$ cat src/rtl/bseq_pkg.sv
package bseq_pkg;

  typedef enum logic [1:0] {
    PH_IDLE  = 2'd0,
    PH_WRITE = 2'd1,
    PH_GAP   = 2'd2
  } phase_e;

  // Cycles from the first capture to the last capture, inclusive.
  function automatic int unsigned burst_length(int unsigned slots, int unsigned pw, int unsigned gap);
    return slots * pw + (slots - 1) * gap;
  endfunction

  // Width of a down-phase timer that counts 0 .. max(pw,gap)-1.
  function automatic int unsigned timer_width(int unsigned pw, int unsigned gap);
    int unsigned m;
    m = (pw > gap) ? pw : gap;
    return (m < 3) ? 1 : $clog2(m);
  endfunction

  function automatic int unsigned index_width(int unsigned n);
    return (n < 3) ? 1 : $clog2(n);
  endfunction

endpackage

$ cat src/rtl/bseq_start_edge.sv
module bseq_start_edge #(
  parameter int unsigned SYNC_STAGES = 2
) (
  input  logic clk,
  input  logic rst_n,
  input  logic start_async,
  output logic launch
);

  logic [SYNC_STAGES-1:0] sync_q;
  logic                   prev_q;

  genvar i;
  generate
    for (i = 0; i < SYNC_STAGES; i++) begin : g_sync
      if (i == 0) begin : g_first
        always_ff @(posedge clk or negedge rst_n) begin
          if (!rst_n) sync_q[0] <= 1'b0;
          else        sync_q[0] <= start_async;
        end
      end else begin : g_rest
        always_ff @(posedge clk or negedge rst_n) begin
          if (!rst_n) sync_q[i] <= 1'b0;
          else        sync_q[i] <= sync_q[i-1];
        end
      end
    end
  endgenerate

  always_ff @(posedge clk or negedge rst_n) begin
    if (!rst_n) prev_q <= 1'b0;
    else        prev_q <= sync_q[SYNC_STAGES-1];
  end

  assign launch = sync_q[SYNC_STAGES-1] & ~prev_q;

  // an edge yields a single launch event, never a level
  p_launch_single_r2: assert property (@(posedge clk) disable iff (!rst_n)
    launch |=> !launch);

endmodule

$ cat src/rtl/bseq_phase_ctrl.sv
module bseq_phase_ctrl
  import bseq_pkg::*;
#(
  parameter int unsigned N_SLOTS   = 8,
  parameter int unsigned PULSE_CYC = 1,
  parameter int unsigned GAP_CYC   = 1,
  localparam int unsigned SW = index_width(N_SLOTS)
) (
  input  logic          clk,
  input  logic          rst_n,
  input  logic          launch,
  output phase_e        phase,
  output logic [SW-1:0] slot_idx,
  output logic          done
);

  localparam int unsigned TW = timer_width(PULSE_CYC, GAP_CYC);
  localparam logic [SW-1:0] LAST_SLOT = SW'(N_SLOTS - 1);
  localparam logic [TW-1:0] PW_END    = TW'(PULSE_CYC - 1);
  localparam logic [TW-1:0] GAP_END   = TW'((GAP_CYC > 0) ? GAP_CYC - 1 : 0);

  logic [TW-1:0] tmr;
  logic          write_end;
  logic          gap_end;
  logic          last_slot;
  logic          burst_end;

  assign write_end = (phase == PH_WRITE) && (tmr == PW_END);
  assign gap_end   = (phase == PH_GAP)   && (tmr == GAP_END);
  assign last_slot = (slot_idx == LAST_SLOT);
  assign burst_end = write_end && last_slot;

  always_ff @(posedge clk or negedge rst_n) begin
    if (!rst_n) begin
      phase    <= PH_IDLE;
      slot_idx <= '0;
      tmr      <= '0;
      done     <= 1'b0;
    end else begin
      done <= burst_end;
      case (phase)
        PH_IDLE: begin
          tmr      <= '0;
          slot_idx <= '0;
          if (launch) phase <= PH_WRITE;
        end
        PH_WRITE: begin
          if (write_end) begin
            tmr <= '0;
            if (last_slot) begin
              phase    <= PH_IDLE;
              slot_idx <= '0;
            end else if (GAP_CYC == 0) begin
              slot_idx <= slot_idx + SW'(1);
            end else begin
              phase <= PH_GAP;
            end
          end else begin
            tmr <= tmr + TW'(1);
          end
        end
        PH_GAP: begin
          if (gap_end) begin
            tmr      <= '0;
            phase    <= PH_WRITE;
            slot_idx <= slot_idx + SW'(1);
          end else begin
            tmr <= tmr + TW'(1);
          end
        end
        default: phase <= PH_IDLE;
      endcase
    end
  end

  // the slot index advances by one at each gap-to-write step
  p_slot_step_r4: assert property (@(posedge clk) disable iff (!rst_n)
    gap_end |=> (phase == PH_WRITE) && (slot_idx == $past(slot_idx) + SW'(1)));

  // the slot index stays inside the slot range during a burst
  p_slot_bound_r4: assert property (@(posedge clk) disable iff (!rst_n)
    (phase != PH_IDLE) |-> (slot_idx <= LAST_SLOT));

  // once started, a burst is not abandoned before its last capture
  p_runs_to_end_r9: assert property (@(posedge clk) disable iff (!rst_n)
    ((phase != PH_IDLE) && !burst_end) |=> (phase != PH_IDLE));

  // the end of the last capture is followed by the completion pulse
  p_done_follows_end_r8: assert property (@(posedge clk) disable iff (!rst_n)
    burst_end |=> (done && phase == PH_IDLE));

endmodule

$ cat src/rtl/bseq_slot_decode.sv
module bseq_slot_decode
  import bseq_pkg::*;
#(
  parameter int unsigned N_SLOTS = 8,
  localparam int unsigned SW = index_width(N_SLOTS)
) (
  input  phase_e              phase,
  input  logic [SW-1:0]       slot_idx,
  output logic [N_SLOTS-1:0]  write_sel,
  output logic                pix_reset_n
);

  logic capturing;
  assign capturing = (phase == PH_WRITE);

  genvar i;
  generate
    for (i = 0; i < N_SLOTS; i++) begin : g_sel
      assign write_sel[i] = capturing && (slot_idx == SW'(i));
    end
  endgenerate

  assign pix_reset_n = capturing;

endmodule

$ cat src/rtl/burst_pulse_seq.sv
module burst_pulse_seq
  import bseq_pkg::*;
#(
  parameter int unsigned N_SLOTS     = 8,
  parameter int unsigned PULSE_CYC   = 1,
  parameter int unsigned GAP_CYC     = 1,
  parameter int unsigned SYNC_STAGES = 2
) (
  input  logic               clk,
  input  logic               rst_n,
  input  logic               start_in,
  output logic [N_SLOTS-1:0] write_sel,
  output logic               pix_reset_n,
  output logic               busy,
  output logic               done
);

  localparam int unsigned SW = index_width(N_SLOTS);

  logic          launch;
  phase_e        phase;
  logic [SW-1:0] slot_idx;

  bseq_start_edge #(.SYNC_STAGES(SYNC_STAGES)) u_edge (
    .clk         (clk),
    .rst_n       (rst_n),
    .start_async (start_in),
    .launch      (launch)
  );

  bseq_phase_ctrl #(
    .N_SLOTS   (N_SLOTS),
    .PULSE_CYC (PULSE_CYC),
    .GAP_CYC   (GAP_CYC)
  ) u_ctrl (
    .clk      (clk),
    .rst_n    (rst_n),
    .launch   (launch),
    .phase    (phase),
    .slot_idx (slot_idx),
    .done     (done)
  );

  bseq_slot_decode #(.N_SLOTS(N_SLOTS)) u_dec (
    .phase       (phase),
    .slot_idx    (slot_idx),
    .write_sel   (write_sel),
    .pix_reset_n (pix_reset_n)
  );

  assign busy = (phase != PH_IDLE);

  // never two slots selected together
  p_onehot_r3: assert property (@(posedge clk) disable iff (!rst_n)
    $onehot0(write_sel));

  // pixel reset released only while a slot is being written
  p_reset_follows_sel_r5: assert property (@(posedge clk) disable iff (!rst_n)
    pix_reset_n == (write_sel != '0));

  // every burst opens on the first slot
  p_first_slot_r4: assert property (@(posedge clk) disable iff (!rst_n)
    $rose(busy) |-> write_sel[0]);

  // a selected slot implies the burst is in progress
  p_busy_cover_r7: assert property (@(posedge clk) disable iff (!rst_n)
    (write_sel != '0) |-> busy);

  // completion is a single-cycle pulse
  p_done_pulse_r8: assert property (@(posedge clk) disable iff (!rst_n)
    done |=> !done);

  // completion directly follows the last slot, with busy low
  p_done_after_last_r8: assert property (@(posedge clk) disable iff (!rst_n)
    done |-> ($past(write_sel[N_SLOTS-1]) && !busy && !pix_reset_n));

endmodule

$ cat config.mk
export PLATFORM = sky130hd
export DESIGN_NAME = burst_pulse_seq
export DESIGN_NICKNAME = d
export VERILOG_FILES = /design/src/rtl/bseq_pkg.sv /design/src/rtl/bseq_start_edge.sv /design/src/rtl/bseq_phase_ctrl.sv /design/src/rtl/bseq_slot_decode.sv /design/src/rtl/burst_pulse_seq.sv
export SDC_FILE = /design/constraint.sdc
export NUM_CORES = 1
export LEC_CHECK = 0
export ABC_AREA = 1
export BUFFER_PORTS_ARGS = -buffer_cell sky130_fd_sc_hd__buf_2
export CORE_AREA = 2 2 39 41
export CTS_BUF_LIST = sky130_fd_sc_hd__clkbuf_8
export CTS_CLUSTER_DIAMETER = 50
export CTS_CLUSTER_SIZE = 10
export DETAILED_ROUTE_END_ITERATION = 16
export DIE_AREA = 0 0 41 43
export GPL_ROUTABILITY_DRIVEN = 0
export PLACE_DENSITY = 0.83
export SLEW_MARGIN = 10
export SYNTH_ARGS = -nofsm -noshare
export SYNTH_HDL_FRONTEND = slang
export SYNTH_HIERARCHICAL = 1
export SYNTH_SLANG_ARGS = --single-unit
$ cat constraint.sdc
create_clock -name clk -period 1.5 [get_ports clk]
set_clock_uncertainty 0.1 [all_clocks]
set_input_delay 0.075 -clock clk [delete_from_list [all_inputs] [get_ports clk]]
set_output_delay 0.075 -clock clk [all_outputs]
set_load 0.005 [all_outputs]
==> Implementation_results.wiki <==
{| class="wikitable"
! Metric !! Value
|-
| Fin Setup TNS || 0 ns
|-
| Post-Route Hold Slack || 0.1192 ns
|-
| Clock tree from TritonCTS || yes
|-
| Switching Power || 0.0004916 W
|-
| Kind of end point of the critical path || flip-flop
|-
| Final Setup Violations || 0
|-
| Combinational share of power || 43.3%
|-
| Ranking of synthesized cells by area || sky130_fd_sc_hd__dfrtp_1 (39%), sky130_fd_sc_hd__ha_1 (16%), sky130_fd_sc_hd__nand2_1 (13%)
|-
| Port Buffers || 13
|-
| Fraction of the core area covered by cells at the end of the flow || 59.67%
|-
| Clock root buffer master || sky130_fd_sc_hd__clkbuf_8
|-
| Fraction of the cycle the final worst path needs || 92.71%
|-
| End of the worst register-to-register path || u_ctrl/slot_idx[0]
|-
| Commonest register cell after synthesis || sky130_fd_sc_hd__dfrtp_1
|-
| Number of sinks handled by clock tree synthesis || 10
|-
| Launch instance of the worst register-to-register path || u_ctrl/slot_idx[1]
|-
| Result of the run || finished, final reports clean
|-
| Buffer levels on the longest clock path || 2
|-
| Highest clock rate || 719.1 MHz
|-
| Height of the chip || 43 um
|-
| Number of warning messages in the yosys log || 6
|-
| Ant. Diodes || 0
|-
| Minimum clock period after layout || 1.391 ns
|-
| Data arrival time of the critical path || 1.42 ns
|-
| Final Max Slew Viols || 0
|-
| Area enclosed by the die boundary || 1763 um^2
|-
| Number of iterations in the first detailed-routing pass || 4
|-
| Pwr per Cell Area || 1540 nW/um^2
|-
| Number of max-cap violations || 0
|-
| Proportion of total power due to net switching || 38.66%
|-
| Synthesized netlist net count || 100
|-
| Pin slew with the least headroom to its limit || 0.2235 ns
|-
| Share of layout cells above drive strength 1 || 23.64%
|-
| Largest net degree at the start of global routing || 11
|-
| Sequential fraction of the synthesis area || 38.83%
|-
| Final worst-path setup slack || 0.1093 ns
|-
| Post-Syn Instances || 89
|-
| Setup repair after global routing missed its margin || no
|-
| Number of nets in the final layout || 122
|-
| Part of the total power dissipated in the clock network || 26.9%
|-
| Via count || 575
|-
| Hold Crit Class || in -> async
|-
| Setup Slack @ Placement || 0.06786 ns
|-
| Setup slack of the most critical reg-to-reg path || 0.11 ns
|-
| Cell leakage power || 0.5136 nW
|-
| Detailed-route vias per instance || 4.563
|-
| Post-Synthesis Cell Area || 644.4 um^2
|-
| CP required || 1.53 ns
|-
| Total internal power || 0.0007800 W
|-
| Reg2Reg Depth || 7
|-
| Proportion of netlist area held by the largest area contributor || 38.83%
|-
| Total routed wirelength || 1306 um
|-
| Async SR Flop Fraction || 100.0%
|-
| Overall Global Routing Usage || 18.23%
|-
| I/O pin cnt || 14
|-
| Inserted Clock Buffers || 3
|-
| Vias in the first global route || 531
|-
| Number of enable flip-flop cells after synthesis || 0
|-
| Distinct cells, synth || 11
|-
| Post-CTS clock slew at the launch and capture registers of the worst setup and hold paths || 0.05 ns
|-
| Relative slew slack || 85.10%
|-
| Starting density of the core || 46.56%
|-
| DRC || 0
|-
| List of most frequent post-synthesis cells || sky130_fd_sc_hd__nand2_1 (22), sky130_fd_sc_hd__inv_1 (21), sky130_fd_sc_hd__nor2_1 (14)
|-
| Type of origin of the critical path || flip-flop
|-
| Core ar. || 1384 um^2
|-
| Number of placement rows || 14
|-
| Initial antenna violation count || 0
|-
| Post-CTS setup buffer count || 0
|-
| Width of the die || 41 um
|-
| Critical path type || reg -> reg
|-
| Half-perimeter wire length after placement || 1020 um
|-
| Clock H-tree levels || 1
|-
| Cell type with the highest aggregate area in the netlist || sky130_fd_sc_hd__dfrtp_1
|-
| Proportion of power drawn by flip-flops and latches || 29.8%
|-
| Largest voltage drop on the vdd net || 0.0008189 V
|-
| DRT iter0 DRCs || 13
|-
| Area growth from synthesis to final layout || 28.16%
|-
| First-pass GRT wire length || 2104 um
|-
| Yosys reg bits || 10
|-
| Per-instance average area after synthesis || 7.240 um^2
|-
| Overall overflow remaining after global route || 0
|-
| CP max FO || 5
|-
| Detailed-route wire length per cell || 10.37 um
|-
| Most frequent cell after synthesis || sky130_fd_sc_hd__nand2_1
|-
| Insertion delay of the later-clocked pin in the worst-skew pair || 0.24 ns
|-
| Final Hold Viols || 0
|-
| Final ANT Viol Nets || 0
|}
registers in the layout (all words and copies together) (netlist names):
signal           cells
u_ctrl/tmr           1
u_ctrl/phase         2
u_ctrl/done          1
u_edge/prev_q        1
u_ctrl/slot_idx      3
u_edge/sync_q        2
critical path, cell delays in order, from the launching register on:
cell	delay, ns
sky130_fd_sc_hd__dfrtp_1	0.40
sky130_fd_sc_hd__ha_1	0.17
sky130_fd_sc_hd__ha_1	0.17
sky130_fd_sc_hd__inv_1	0.07
sky130_fd_sc_hd__nand2_1	0.09
sky130_fd_sc_hd__nand2_1	0.10
sky130_fd_sc_hd__o21bai_1	0.13
sky130_fd_sc_hd__nand2_1	0.06
worst max-delay path by stage:
stage | end | slack, ns | from
after floorplan | u_ctrl/phase[0] | 0.15 | u_ctrl/phase[0]
after global placement | u_ctrl/phase[0] | 0.09 | u_ctrl/phase[1]
after detailed placement | u_ctrl/phase[0] | 0.07 | u_ctrl/phase[1]
after CTS | u_ctrl/phase[0] | 0.07 | u_ctrl/phase[1]
after global routing | u_ctrl/slot_idx[1] | 0.002 | u_ctrl/slot_idx[1]
final | u_ctrl/slot_idx[0] | 0.11 | u_ctrl/slot_idx[1]
power by group through the flow:
stage | sequential [W] | combinational (W) | clock [W]
floorplan | 0.000386 | 0.000344 | 0
detailed placement | 0.000379 | 0.000532 | 0
global route | 0.000389 | 0.000628 | 0.000367
global placement | 0.000376 | 0.000517 | 0
CTS | 0.000375 | 0.000541 | 0.000352
finish | 0.000379 | 0.000551 | 0.000342
cell type report:
class,instances,area (um^2)
tap,16,20.02
sequential,10,252.7
inverter,22,82.58
timing repair buffer,17,100.1
fill,140,558.0
clock buffer,4,55.05
multi-input combinational,57,315.3
timing repair:
item,CTS,global route
endpoints found under the setup margin,0,4
hold buffers,2,0
gates resized for setup,0,3
endpoints found under the hold margin,11,0
layer usage:
metal	vias to the layer above	share of wire (%)	track usage, %
met5	-	0	0
met3	5	6.4	3.141
met2	22	50	29.69
met4	0	2.9	13.33
li1	299	-	-
met1	249	41	19.53
per-stage QoR:
stage / total power, W / area [um^2] / cells
floorplan: 0.0007304 / 644.4 / 89
global placement: 0.0008924 / 744.5 / 120
detailed placement: 0.0009110 / 744.5 / 120
CTS: 0.001269 / 819.5 / 126
global route: 0.001384 / 825.8 / 126
finish: 0.001272 / 825.8 / 126
cell usage in the layout, fill, tap and decap left out:
master	instances
sky130_fd_sc_hd__dfrtp_1	8
sky130_fd_sc_hd__nor2_2	1
sky130_fd_sc_hd__buf_2	13
sky130_fd_sc_hd__o21bai_1	3
sky130_fd_sc_hd__dfrtp_2	2
sky130_fd_sc_hd__inv_2	1
sky130_fd_sc_hd__nor2_1	14
sky130_fd_sc_hd__ha_1	8
sky130_fd_sc_hd__dlygate4sd3_1	2
sky130_fd_sc_hd__buf_4	2
sky130_fd_sc_hd__a21oi_2	1
sky130_fd_sc_hd__nand2_2	2
sky130_fd_sc_hd__nand2_1	22
sky130_fd_sc_hd__nand3_1	5
sky130_fd_sc_hd__clkbuf_8	4
sky130_fd_sc_hd__inv_1	21
sky130_fd_sc_hd__a21oi_1	1
cells by family (layout without fill, tap and decap cells):
family,after synthesis,in the layout,share of synthesized area (%)
simple gates,44,44,27.77
buf+inv,22,43,12.82
compound gates,5,5,5.048
fa+ha+maj,8,8,15.53
flops,10,10,38.83
Power figures use the tool's default switching activity.
